`src/rtl/irq_entry_seq.sv`:
```
module irq_entry_seq #(
  parameter int XLEN = 32,
  parameter int NSRC = 6,
  parameter int ID_BIT = 5,
  parameter int EP_BIT = 6,
  parameter int NP_BIT = 7,
  parameter logic [XLEN-1:0] RST_SW = 32'h20,
  parameter logic [XLEN-1:0] NMI_VEC = 32'h10,
  parameter logic [XLEN-1:0] MI_BASE = 32'h80,
  parameter logic [XLEN-1:0] MI_STEP = 32'h10,
  localparam int SW = $clog2(NSRC + 2)
) (
  input  logic            clk,
  input  logic            rst_n,
  input  logic [XLEN-1:0] cur_pc,
  input  logic            rst_req,
  input  logic            nmi_req,
  input  logic [NSRC-1:0] mi_req,
  input  logic            nmi_ret,
  output logic            take,
  output logic [SW-1:0]   take_src,
  output logic [XLEN-1:0] fetch_pc,
  output logic [XLEN-1:0] status,
  output logic [XLEN-1:0] cause,
  output logic [XLEN-1:0] nmi_epc,
  output logic [XLEN-1:0] nmi_esw,
  output logic [XLEN-1:0] mi_epc,
  output logic [XLEN-1:0] mi_esw,
  output logic            nmi_pending
);
  localparam int HALF = XLEN / 2;
  localparam logic [XLEN-1:0] ID_M = XLEN'(1) << ID_BIT;
  localparam logic [XLEN-1:0] EP_M = XLEN'(1) << EP_BIT;
  localparam logic [XLEN-1:0] NP_M = XLEN'(1) << NP_BIT;
  localparam logic [XLEN-1:0] LO_M = {{(XLEN-HALF){1'b0}}, {HALF{1'b1}}};

  logic            replay;
  logic            mi_any;
  logic [SW-1:0]   mi_src;
  logic [XLEN-1:0] mi_vec;

  always_comb begin
    mi_any = 1'b0;
    mi_src = '0;
    mi_vec = '0;
    for (int k = NSRC - 1; k >= 0; k--) begin
      if (mi_req[k]) begin
        mi_any = 1'b1;
        mi_src = SW'(k + 2);
        mi_vec = MI_BASE + MI_STEP * XLEN'(k);
      end
    end
  end

  wire             in_nmi   = status[NP_BIT];
  wire             nmi_fire = nmi_req | replay;
  wire             go_nmi   = !rst_req && nmi_fire && !in_nmi;
  wire             go_mi    = !rst_req && !nmi_fire && mi_any && !status[ID_BIT];
  wire [XLEN-1:0]  entry_sw = (status | ID_M) & ~EP_M;

  always_ff @(posedge clk or negedge rst_n) begin
    if (!rst_n) begin
      take        <= 1'b0;
      take_src    <= '0;
      fetch_pc    <= '0;
      status      <= '0;
      cause       <= '0;
      nmi_epc     <= '0;
      nmi_esw     <= '0;
      mi_epc      <= '0;
      mi_esw      <= '0;
      nmi_pending <= 1'b0;
      replay      <= 1'b0;
    end else begin
      take   <= 1'b0;
      replay <= 1'b0;
      if (rst_req) begin
        take        <= 1'b1;
        take_src    <= '0;
        fetch_pc    <= '0;
        status      <= RST_SW;
        cause       <= '0;
        nmi_pending <= 1'b0;
      end else begin
        if (go_nmi) begin
          nmi_epc  <= cur_pc;
          nmi_esw  <= entry_sw;
          cause    <= (cause & LO_M) | NMI_VEC;
          status   <= entry_sw | NP_M;
          fetch_pc <= NMI_VEC;
          take     <= 1'b1;
          take_src <= SW'(1);
        end else if (go_mi) begin
          mi_epc   <= cur_pc;
          mi_esw   <= entry_sw;
          cause    <= (cause & ~LO_M) | mi_vec;
          status   <= entry_sw;
          fetch_pc <= mi_vec;
          take     <= 1'b1;
          take_src <= mi_src;
        end
        if (nmi_ret && !go_nmi) begin
          status[NP_BIT] <= 1'b0;
          replay         <= nmi_pending | (nmi_req & in_nmi);
          nmi_pending    <= 1'b0;
        end else if (nmi_req && in_nmi) begin
          nmi_pending <= 1'b1;
        end
      end
    end
  end
endmodule

```
`config.mk`:
```
export PLATFORM = sky130hd
export DESIGN_NAME = irq_entry_seq
export DESIGN_NICKNAME = d
export VERILOG_FILES = /design/src/rtl/irq_entry_seq.sv
export SDC_FILE = /design/constraint.sdc
export NUM_CORES = 1
export LEC_CHECK = 0
export BUFFER_PORTS_ARGS = -buffer_cell sky130_fd_sc_hd__buf_2
export CORE_MARGIN = 2
export CORE_UTILIZATION = 39
export DETAILED_ROUTE_END_ITERATION = 10
export PLACE_DENSITY = 0.77
export SLEW_MARGIN = 0
export SYNTH_ARGS = -nofsm -noshare
export SYNTH_HDL_FRONTEND = slang
export SYNTH_SLANG_ARGS = --single-unit
```
`constraint.sdc`:
```
create_clock -name clk -period 1.7 [get_ports clk]
set_input_delay 0.255 -clock clk [delete_from_list [all_inputs] [get_ports clk]]
set_output_delay 0.255 -clock clk [all_outputs]
set_load 0.02 [all_outputs]
```
* Word level (Yosys, flattened, before mapping)
Index checks and enable logic that the tools add are counted.
Storage, ports and cells: register bits 228, input bits 43, output and inout bits 229, word-level logic and storage cells 79
Cells by class: equal/unequal tests 1, muxes and demuxes 39, bitwise logic cells 6, reductions and logical operators 19
Operators with widths (count):
- $mux 32 | 10
- $mux 8 | 4
- $or 32x32->32 | 1
- $mux 3 | 9
- $mux 1 | 15
- $reduce_bool 3->1 | 3
- $logic_and 1x1->1 | 7
- $mux 7 | 1
- $logic_not 1->1 | 5
- $reduce_and 2->1 | 2
- $reduce_and 3->1 | 1
- $ne 2x2->1 const B | 1
- $not 1->1 | 2
- $or 1x1->1 | 2
- $reduce_bool 2->1 | 1
- $and 1x1->1 | 1

* Logic depth before layout (Yosys ltp)
Gate-level depths: netlist of the first run.
word-level depth 12, mapped depth 5, depth with buffers taken out 3

* Worst setup path after synthesis of the first run
OpenSTA, ideal clock, no wires.
path type reg2reg, start point reg status[5], end point reg mi_epc[10], setup time 125 ps, arrival time 1617 ps, data required time 1575 ps, setup slack -42 ps, stages on the path, launching flop included 6, buffers on the path 2, path through dfrtp_1 nor4_4 o21a_1 buf_6 buf_6 mux2_4
On the way: cells in the longest elaborated chain, start to end 3
RTL lines:
- from (decl) | RTL line 23 | output logic [XLEN-1:0] status,
- from (signal assigned) | RTL line 89 | status <= entry_sw | NP_M;
- from (signal assigned) | RTL line 97 | status <= entry_sw;
- $logic_not 1->1 | RTL line 58 | wire go_mi = !rst_req && !nmi_fire && mi_any && !status[ID_BIT];
- $logic_and 1x1->1 | RTL line 58
- $reduce_and 3->1 (no source line)
- to (signal assigned) | RTL line 94 | mi_epc <= cur_pc;
- to (decl) | RTL line 27 | output logic [XLEN-1:0] mi_epc,
Every way passes these cells. A chain may end at the register's enable or synchronous reset.

* Worst setup path after layout of the first run
start point reg status[5], end point reg mi_epc[18]
Same word-level chain as after synthesis.

==> run summary, run 1 <==
Input and output buffers added on the ports amount to 125. The core area is between 10000 and 15000 sq um. The post-route core utilization came out at 0.457. Derived from the worst setup path, the maximum achievable clock frequency is 619 MHz. The pre-CTS setup slack came out at -0.0722 ns.

The delay of the slowest cell on the worst path is 0.45 ns. Among all stages on the critical path, the largest delay is contributed by sky130_fd_sc_hd__dfrtp_2. The placer's final routability congestion estimate is 0.743. Setup repair after global routing left no endpoint under its margin. The area growth from synthesis to layout is 13.7%.

The top-level I/O count is 272. The number of global-route vias before repair came to 2363. The flip-flop cell with the highest count after synthesis is sky130_fd_sc_hd__dfrtp_1. In this run the clock root is driven by a sky130_fd_sc_hd__clkbuf_8. The static leakage came out at 2.71 nW. The flow ran to the end, and the final reports show no timing, DRC or antenna violations. In the final layout, the share of cells above drive strength 1 is 0.452. The worst-case clock skew is 0.0160 ns. The register bit total from synthesis is 82. The type of the worst setup path is reg2reg. The clock period minus final worst setup slack came out at 1.62 ns. The nature of the critical path startpoint is a register. The number of flops mapped to enable cells by yosys is 0. The startpoint of the tightest hold check path is nmi_ret. Post-CTS timing repair inserted 0 buffers for setup.

The maximum buffer depth of the clock tree came out at 2. The total grt overflow is 0. The number of slew-limit violations in the final report came out at 0. The path depth of the worst reg2reg path came out at 4. The number of standard-cell rows in the floorplan came out at 38.

The library cell used most frequently in the layout, excluding fill and tap cells, is sky130_fd_sc_hd__conb_1. The highest fanout seen on the critical path is 14. The first-pass iteration count of the detailed router is 4. The worst hold path stage count is 2. The distinct cell type count of the synthesized netlist came out at 36. The destination of the worst register-to-register timing path is mi_epc[18]$_DFFE_PN0P_. The starting utilization of the core area is 0.402. The first-pass GRT wire length came out at 12.0 mm.

Among cell families on the critical path, the largest total delay comes from flip-flops. The worst-case register-to-register setup slack is around 0.084 ns. TritonCTS built the clock tree. The die boundary height came out at 110 um. The routed via count divided by cell count came out at 4.13. The total number of clock tree sinks is 82. The die covers 12100 sq um. The H-tree generated during clock tree synthesis spans 3 levels. The final hold slack came out at 0.0989 ns. The diode insertion count for antenna repair is 0. The post-placement cell count came out at 623. The number of DRC markers in iteration 0 is 103. The worst path required time is 1.94 ns.

Setup violations remaining at the end of the flow were counted as 0. The area of the mapped netlist is 4380 sq um. The cell area power density is 1010 nW/um^2. The worst hold path class is in2reg. Once detail routing completed, the nets flagged for antenna violations numbered 0. The part of the cycle the worst path needs came out at 0.951. The placed wire-length estimate came out at 6.32 mm. The library cells used most frequently in the layout, excluding fill and tap cells, are sky130_fd_sc_hd__conb_1, sky130_fd_sc_hd__buf_2, sky130_fd_sc_hd__dfrtp_1. The kind of end point of the critical path is a register. The number of remaining DRC errors came out at 0.

Synthesis produced between 300 and 400 cells. Traced cell by cell, the critical path runs through nor4_4 > o21a_4 > buf_12 > mux2_4. The finished layout holds 640 standard cells, fillers aside. The total chip power is 5.04 mW.

The overall routing resource usage is 0.134. Clock latency on the worst-skew pair, taken at its later pin, is 0.35 ns. The mean post-synth cell area came out at between 10 and 15 sq um. The worst hold path terminates at nmi_pending$_DFFE_PN0P_. The endpoint arrival time on the critical path came out at 1.85 ns. The part of the Yosys area used for sequential elements is 0.468. TritonCTS created 9 clock buffers. The number of buffers and inverters on the critical path is 1. The number of antenna violations at the first check in global routing came out at 0. The maximum number of pins on one net before global-route repair is 52.

For this run, asynchronously set or reset flops after synthesis account for 1.00. The average detailed-routed wire length per instance came out at 13.3 um. The smallest setup slack after layout came out at approximately 0.084 ns. The worst-case vdd ir drop is approximately 0.71 mV.

The launching point of the worst reg2reg path is status[5]$_DFFE_PN0P_. For this run, the post-layout net count is 539. The chip width is 110 um. Clock-pin slew was measured on the worst setup and hold paths at 0.09 ns. Wires add up to approximately 8.5 mm. The total vias in the final route is 2640. The number of hold-slack violations in the final timing report is 0. The synthesis warning total came out at 0.

Max-cap violations in this run came to 0.
## registers in the layout (all words and copies together), names as in the netlist
name,count
nmi_esw,2
mi_esw,2
mi_epc,32
cause,3
fetch_pc,3
take_src,3
take,1
nmi_pending,1
replay,1
nmi_epc,32
status,2
## layout make-up
type | count | area (sq um)
Clock buffer | 10 | 138
Timing Repair Buffer | 142 | 826
Fill cell | 973 | 5910
Inverter | 3 | 11.3
Sequential cell | 82 | 2050
Clock inverter | 5 | 78.8
Multi-Input combinational cell | 258 | 1700
Tap cell | 140 | 175
## timing repair
item                                    CTS  global route
gates resized for setup                   0             2
endpoints found under the setup margin    0            11
hold buffers                              1             0
hold endpoints to repair                 31             0
## layer usage
layer / share of wire / GRT usage / vias to the layer above
met5: 0 / 0 / -
met4: 0.017 / 0.0687 / 0
met3: 0.093 / 0.0506 / 10
met2: 0.50 / 0.212 / 166
met1: 0.39 / 0.158 / 1295
li1: - / - / 1169
## synthesized netlist by cell type, types with 2 or more instances
cell / number / area share
sky130_fd_sc_hd__a21oi_1: 6 / 0.0069
sky130_fd_sc_hd__nor3_1: 2 / 0.0023
sky130_fd_sc_hd__nor2_1: 6 / 0.0051
sky130_fd_sc_hd__o21ai_0: 2 / 0.0023
sky130_fd_sc_hd__nand3_1: 2 / 0.0023
sky130_fd_sc_hd__inv_1: 2 / 0.0017
sky130_fd_sc_hd__buf_2: 4 / 0.0046
sky130_fd_sc_hd__mux2_2: 38 / 0.098
sky130_fd_sc_hd__buf_4: 148 / 0.25
sky130_fd_sc_hd__nand2b_1: 5 / 0.0071
sky130_fd_sc_hd__nor4_1: 2 / 0.0029
sky130_fd_sc_hd__buf_6: 4 / 0.010
sky130_fd_sc_hd__nand2_1: 2 / 0.0017
sky130_fd_sc_hd__dfrtp_1: 82 / 0.47
sky130_fd_sc_hd__or4_1: 2 / 0.0034
sky130_fd_sc_hd__mux2_4: 27 / 0.093
## worst max path at each step
| stage | start | to | slack [ns] | cells after the start |
|---|---|---|---|---|
| 4_1_cts | status[5]$_DFFE_PN0P_ | mi_epc[1]$_DFFE_PN0P_ | 0.02 | 4 |
| 3_5_place_dp | mi_req[2] | mi_epc[18]$_DFFE_PN0P_ | -0.07 | 5 |
| 3_3_place_gp | mi_req[2] | mi_epc[3]$_DFFE_PN0P_ | -0.05 | 5 |
| 5_1_grt | status[5]$_DFFE_PN0P_ | mi_epc[31]$_DFFE_PN0P_ | 0.01 | 5 |
| 2_1_floorplan | status[5]$_DFFE_PN0P_ | mi_epc[10]$_DFFE_PN0P_ | -0.02 | 5 |
| 6_report | status[5]$_DFFE_PN0P_ | mi_epc[18]$_DFFE_PN0P_ | 0.08 | 4 |
## kinds of logic after synthesis
logic type             share of synthesized area
AOI/OAI and AO/OA                         0.0309
buffers and inverters                      0.271
other                                   0.000856
muxes                                      0.190
and+or+nand+nor                           0.0386
DFF                                        0.468
## where the power goes
part | internal [mW] | switching [mW]
Clock | 0.857 | 0.688
Combinational | 0.398 | 0.822
Sequential | 2.16 | 0.112
Total | 3.41 | 1.62
## per-stage QoR
stage / TNS [ns] / area, sq um
4_1_cts: 0 / 4940
6_report: 0 / 4980
3_5_place_dp: -1.98 / 4720
5_1_grt: 0 / 4980
2_1_floorplan: -0.608 / 4930
3_3_place_gp: -1.63 / 4720
(Power assumes the default switching activity.)
==> run 2, diff against run 1 <==
==> config.mk (replaced) <==
export PLATFORM = sky130hd
export DESIGN_NAME = irq_entry_seq
export DESIGN_NICKNAME = d
export VERILOG_FILES = /design/src/rtl/irq_entry_seq.sv
export SDC_FILE = /design/constraint.sdc
export NUM_CORES = 1
export LEC_CHECK = 0
export CORE_AREA = 3 3 105 107
export DETAILED_ROUTE_END_ITERATION = 10
export DIE_AREA = 0 0 108 110
export DONT_BUFFER_PORTS = 1
export SLEW_MARGIN = 0
export SYNTH_ARGS = -nofsm -noshare
export SYNTH_HDL_FRONTEND = slang
export SYNTH_SLANG_ARGS = --single-unit
==> run 2 against run 1 <==
The run now ends with hold timing left. Clock power shrank 18%. Largest cell class unchanged. Fmax is 2.1% lower. Power fell by 11%. Hold slack worse by 0.51 ns. Clock skew is 0.0019 ns lower. Sequential power increased by 13%.
==> run summary, run 2 (synthesis gave the netlist of run 1 again) <==
The number of slew-limit violations in the final report is 0. The slowest stage cell on the critical path is sky130_fd_sc_hd__dfrtp_2. The final hold slack is -0.411 ns. The worst setup path is captured at a register. The clock period minus final worst setup slack is 1.65 ns. The delay of the slowest cell on the worst path is 0.44 ns.

The final-report setup violation count came out at 0. After filler insertion, the fill cell instance count of the layout stands at 965. The flow ran to the end, but the final reports show violations. The commonest non-fill, non-tap cell in the layout is sky130_fd_sc_hd__conb_1. In this run, the number of DRC markers left after iteration 0 of detailed routing was 79. After clock tree synthesis, the clock-pin slew on the worst setup and hold paths is about 0.090 ns. The path class of the tightest hold or removal check is in2async.

The starting utilization of the core area is 0.428. The number of buffers and inverters on the critical path is 1. The diode insertion count for antenna repair came out at 0. The total of max-cap violations came out at 0. The worst-case headroom to the max-slew limit is 0.622. The static leakage came out at 2.11 nW. The tree built by TritonCTS fans out to 82 sinks. The critical path is of the reg2reg type. At the placement stage, the worst setup path has a slack of -0.0756 ns.

In this run the deepest clock path goes through 2 buffers. Grouping stages by cell kind, the critical path spends the most delay in compound AO/OA/AOI/OAI gates. The nature of the critical path startpoint is a register. The tree is rooted in a sky130_fd_sc_hd__clkbuf_8. The checks that failed: hold timing. The worst-case clock skew is 0.0141 ns. For the worst setup path, the data required time is ~1.9 ns. The cell area power density came out at around 1000 nW/um^2. The average detailed-routed wire length per instance is around 15 um. The maximum number of pins on one net before global-route repair is 83. The accumulated negative setup slack is 0 ns. The detailed router placed 2117 vias in this run.

The pre-antenna-repair detailed-routing pass consisted of 4 iterations. The part of the cycle the worst path needs is 0.971. Once detail routing completed, the nets flagged for antenna violations numbered 0.

The smallest setup slack after layout came out at approximately 0.05 ns. In this run the post-CTS setup repair buffer count came out at 0. The overall routing resource usage is 0.122. The post-detailed-routing wire length came out at 7.86 mm. The number of global-route vias before repair came out at 1989. In this run the core area contains 37 standard-cell rows. Relative to the synthesized area, the layout overhead comes to -2.60%. The combined area of the multi-input logic cells came out at 1700 sq um. The highest fanout seen on the critical path is 7.

The number of clock buffers inserted by TritonCTS is 9. The placed wire-length estimate came out at between 5 and 6 mm. The first-pass GRT wire length is around 11 mm. The signal on the critical path passes through nor4_4 > buf_4 > o21ai_1 > o311ai_1.

The worst-case vdd ir drop came out at 0.492 mV. The number of remaining DRC errors is 0. The region available for standard cell placement spans roughly 10000 sq um. The sequential cells in the finished layout cover a total of about 2100 sq um.

TritonCTS built the clock tree. The launching point of the worst reg2reg path is status[5]$_DFFE_PN0P_. The later pin in the worst-skew pair is clocked with a latency of ~0.35 ns. Setup repair after global routing could not meet its margin everywhere. The endpoint arrival time on the critical path came out at 1.88 ns.

The congestion estimate from routability-driven global placement came to about 0.74. In this run the vertical extent of the chip is 110 um. The die footprint came out at 11900 sq um. The maximum achievable frequency came out at 606 MHz.

The post-route core utilization is 0.417. The number of buffers inserted by hold repair at cts is 2. The H-tree depth is 3. The total grt overflow is 0. The chip width is 108 um.

The most critical setup path has its startpoint at status[5]$_DFFE_PN0P_. The count of nets after finishing came out at 411. The quantity of I/O buffers inserted on ports came out at 0. The number of hold-slack violations in the final timing report came out at 82. In the layout the commonest cells are sky130_fd_sc_hd__conb_1, sky130_fd_sc_hd__dfrtp_1, sky130_fd_sc_hd__mux2_2. The slew at the pin closest to its max-slew limit is 0.563 ns. The worst-case register-to-register setup slack is 0.05 ns.

The number of antenna violations at the first check in global routing is 0. The top-level I/O count is 272. Of the cells placed in the final design, the portion with a size suffix greater than 1 is 0.263. In the final layout, the registers with the most flip-flops are mi_epc (32), nmi_epc (32). Using the TritonRoute via totals, the vias-per-cell ratio works out to 4.16.
-- run 2: changes by cell type in the layout (fill, tap and decap cells not counted), moves of 2 or more --
cell | before | now
sky130_fd_sc_hd__buf_2 | 124 | 0
sky130_fd_sc_hd__buf_4 | 12 | 8
sky130_fd_sc_hd__bufinv_16 | 2 | 0
sky130_fd_sc_hd__clkinv_2 | 2 | 0
sky130_fd_sc_hd__clkinvlp_4 | 0 | 3
sky130_fd_sc_hd__inv_6 | 0 | 2
-- run 2: layout make-up --
class / count / area share
Clock buffer: 10 / 0.0299
Clock inverter: 6 / 0.0114
Inverter: 3 / 0.00264
Multi-Input combinational cell: 258 / 0.397
Sequential cell: 82 / 0.481
Tap cell: 136 / 0.0399
Timing Repair Buffer: 14 / 0.0375
-- run 2: metrics by stage --
stage | hold WS [ns] | power, mW | instance area [sq um] | std cells
CTS | -0.439 | 4.52 | 4260 | 509
global route | -0.457 | 4.69 | 4270 | 509
finish | -0.411 | 4.46 | 4270 | 509
global placement | -0.0385 | 3.21 | 4060 | 491
floorplan | -0.0406 | 3.37 | 4930 | 499
detailed placement | -0.0387 | 3.22 | 4060 | 491
-- run 2: worst paths after layout --
check / end / cells past startpoint
hold reg to reg: status[5]$_DFFE_PN0P_ / 1
max in group asynchronous: status[5]$_DFFE_PN0P_ / 0
setup / recovery: take_src[0]$_DFFE_PN0P_ / 4
hold / removal: mi_epc[5]$_DFFE_PN0P_ / 0
min in group clk: mi_epc[4]$_DFFE_PN0P_ / 1
setup reg to reg: take_src[0]$_DFFE_PN0P_ / 4
-- run 2: worst register-to-register path, stage by stage (launching register included) --
cell and delay [ns]:
sky130_fd_sc_hd__dfrtp_2 0.44, sky130_fd_sc_hd__nor4_4 0.33, sky130_fd_sc_hd__buf_4 0.20, sky130_fd_sc_hd__o21ai_1 0.20, sky130_fd_sc_hd__o311ai_1 0.37
-- run 2: per-layer routing --
metal	share of wire	GRT usage
met3	0.14	0.0658
met5	0	0
met4	0.0097	0.0460
met2	0.48	0.184
met1	0.37	0.149
-- run 2: power breakdown --
part	internal [mW]	switching, mW
sequential	2.16	0.413
combinational	0.218	0.403
clock	0.544	0.722
total	2.92	1.54
-- run 2: what timing repair did --
item	CTS	global route
setup endpoints to repair	0	5
gates resized for setup	0	2
endpoints found under the hold margin	84	82
==> run 3, diff against run 2 <==
--- a/config.mk
+++ b/config.mk
@@ -5,10 +5,13 @@
 export SDC_FILE = /design/constraint.sdc
 export NUM_CORES = 1
 export LEC_CHECK = 0
-export CORE_AREA = 3 3 105 107
+export CELL_PAD_IN_SITES_DETAIL_PLACEMENT = 1
+export CELL_PAD_IN_SITES_GLOBAL_PLACEMENT = 1
+export CORE_MARGIN = 3
+export CORE_UTILIZATION = 42
 export DETAILED_ROUTE_END_ITERATION = 10
-export DIE_AREA = 0 0 108 110
 export DONT_BUFFER_PORTS = 1
+export PLACE_DENSITY = 0.85
 export SLEW_MARGIN = 0
 export SYNTH_ARGS = -nofsm -noshare
 export SYNTH_HDL_FRONTEND = slang
==> run 3 against run 2 <==
The flow still finishes with violations (hold timing). Cell area grew 1.3%. Sequential share of layout area shrank 0.60 points. Clock power grew 4%. Clock skew shrank 0.0078 ns. Worst setup slack gained 0.076 ns. Global-route usage grew 1.5 points. Via count grew 2.0%. Routed wire length grew 13%. Critical path type unchanged.
==> run summary, run 3 (synthesis gave the netlist of run 1 again) <==
The run finished, with violations left. The final reports fail on hold timing. After clock tree synthesis, the clock-pin slew on the worst setup and hold paths is approximately 0.08 ns. The total number of clock tree sinks is 82. The final design area excluding fillers is 4320 sq um. The endpoint arrival time on the critical path is 1.80 ns. The post-placement cell count is between 400 and 500.

The congestion estimate from routability-driven global placement came to approximately 0.76. The total grt overflow came out at 0. Setup repair after global routing left no endpoint under its margin.

The number of hold-slack violations in the final timing report came to 82. The largest registers in the layout are mi_epc (32), nmi_epc (32). The number of clock buffers inserted by TritonCTS is 9. TritonCTS built the clock tree. The path class of the tightest hold or removal check is in2async.

After the first detailed-routing iteration, the DRC count stood at 55. By startpoint and endpoint, the worst setup path is classified as reg2reg. The number of standard-cell rows in the floorplan came out at 36. The number of global-route vias before repair came to 2255. The maximum achievable frequency came out at 635 MHz. The post-detailed-routing wire length came out at 8.85 mm.

The first global-routing pass estimated ~12 mm of wire. The clock network latency to the later pin of the worst-skew pair came out at 0.34 ns. The die footprint came out at between 10000 and 15000 sq um. The number of slew-limit violations in the final report is 0. The cell area power density is 1050 nW/um^2. The number of antenna diodes in the final layout is 0. The nature of the critical path startpoint is a register.

In the routed design, unresolved DRC markers number 0. Clock skew on the completed layout was measured at around 0.0062 ns. The number of antenna violations at the first check in global routing came out at 0. In this run the number of H-tree levels came out at 3. The share of post-route cells with drive strength above 1 is 0.261. The net count of the finished layout is between 400 and 500. The quantity of I/O buffers inserted on ports is 0.

The average detailed-routed wire length per instance is between 15 and 20 um. VDD sags by at most 0.480 mV. Across the run, the number of max-cap violations was 0. The clock period could shrink to roughly 1.6 ns. The static leakage came out at ~2.1 nW. In this run the critical register-to-register path is launched from status[5]$_DFFE_PN0P_. The tree is rooted in a sky130_fd_sc_hd__clkbuf_8. The chip width is 108 um. From synthesis to final layout, the design area changed by -1.37%. The final-report setup violation count came out at 0. The overall routing resource usage came out at 0.137.

STA classifies the critical path endpoint as a register. The total chip power came out at between 4 and 5 mW. Measured on the finished design, the core utilization comes to 0.434. Of the available clock period, the critical path in the final layout requires 0.927. The routed layout has 2159 vias. The worst path required time is 1.92 ns. The accumulated negative setup slack came out at 0 ns. The core area is 9950 sq um. The smallest setup slack after layout came out at 0.125 ns. The number of buffers inserted by hold repair at cts is 2.

The final hold slack came out at -0.400 ns. After detailed placement, the total cell area comes to 4050 sq um. Excluding fillers, the count of instances in the completed layout stands at 508. The critical path starts at status[5]$_DFFE_PN0P_.

In this run the vertical extent of the chip is 108 um. The top cell types in the final layout, fill and taps aside, are sky130_fd_sc_hd__conb_1, sky130_fd_sc_hd__dfrtp_1, sky130_fd_sc_hd__mux2_2. Leaving out fill and tap cells, the most frequent cell in the layout is sky130_fd_sc_hd__conb_1. The placed wire-length estimate came out at 6.59 mm.

The maximum number of pins on one net before global-route repair is 83. Before CTS, the worst setup slack after placement is roughly 0.046 ns. The first-pass iteration count of the detailed router is 3.

The starting utilization of the core area came out at 0.440. The number of nets still failing antenna checks after routing came out at 0. Of all nets on the critical path, the largest fanout is 9. The top-level I/O count is 272. The maximum buffer depth of the clock tree came out at 2. The routed via count divided by cell count is 4.25.
-- run 3: final cells by class --
class | count | area [sq um]
fillers | 1108 | 5630
flip-flops and latches | 82 | 2050
multi-input cells | 258 | 1700
repair buffers | 16 | 210
clock buffers | 15 | 176
well taps | 133 | 166
inverters | 3 | 11.3
clock inverters | 1 | 7.51
-- run 3: path summary, 6_finish.rpt --
check	depth (start not counted)	end	slack [ns]
setup reg to reg	4	mi_epc[1]$_DFFE_PN0P_	0.12
max in group asynchronous	0	status[5]$_DFFE_PN0P_	1.93
min in group clk	1	replay$_DFF_PN0_	0.06
hold reg to reg	1	status[5]$_DFFE_PN0P_	0.56
setup / recovery	4	mi_epc[1]$_DFFE_PN0P_	0.12
hold / removal	0	nmi_epc[28]$_DFFE_PN0P_	-0.40
-- run 3: repair_timing --
action / 4_1_cts / 5_1_grt
setup buffers: 0 / 1
gates resized for setup: 0 / 1
setup endpoints to repair: 0 / 3
hold endpoints to repair: 84 / 82
-- run 3: metal layers --
| metal | track usage | wire [um] |
|---|---|---|
| met1 | 0.146 | 2970 |
| met2 | 0.240 | 4730 |
| met3 | 0.0669 | 1090 |
| met4 | 0.0415 | 69 |
| met5 | 0 | 0 |
-- run 3: power breakdown --
part / internal, mW / switching (mW)
clock: 0.655 / 0.668
combinational: 0.218 / 0.407
sequential: 2.16 / 0.417
total: 3.03 / 1.49
-- run 3: critical path: stages (launching register included) --
cell and delay, ns:
sky130_fd_sc_hd__dfrtp_2 0.44, sky130_fd_sc_hd__nor4_4 0.26, sky130_fd_sc_hd__o21a_4 0.26, sky130_fd_sc_hd__buf_12 0.16, sky130_fd_sc_hd__mux2_2 0.33
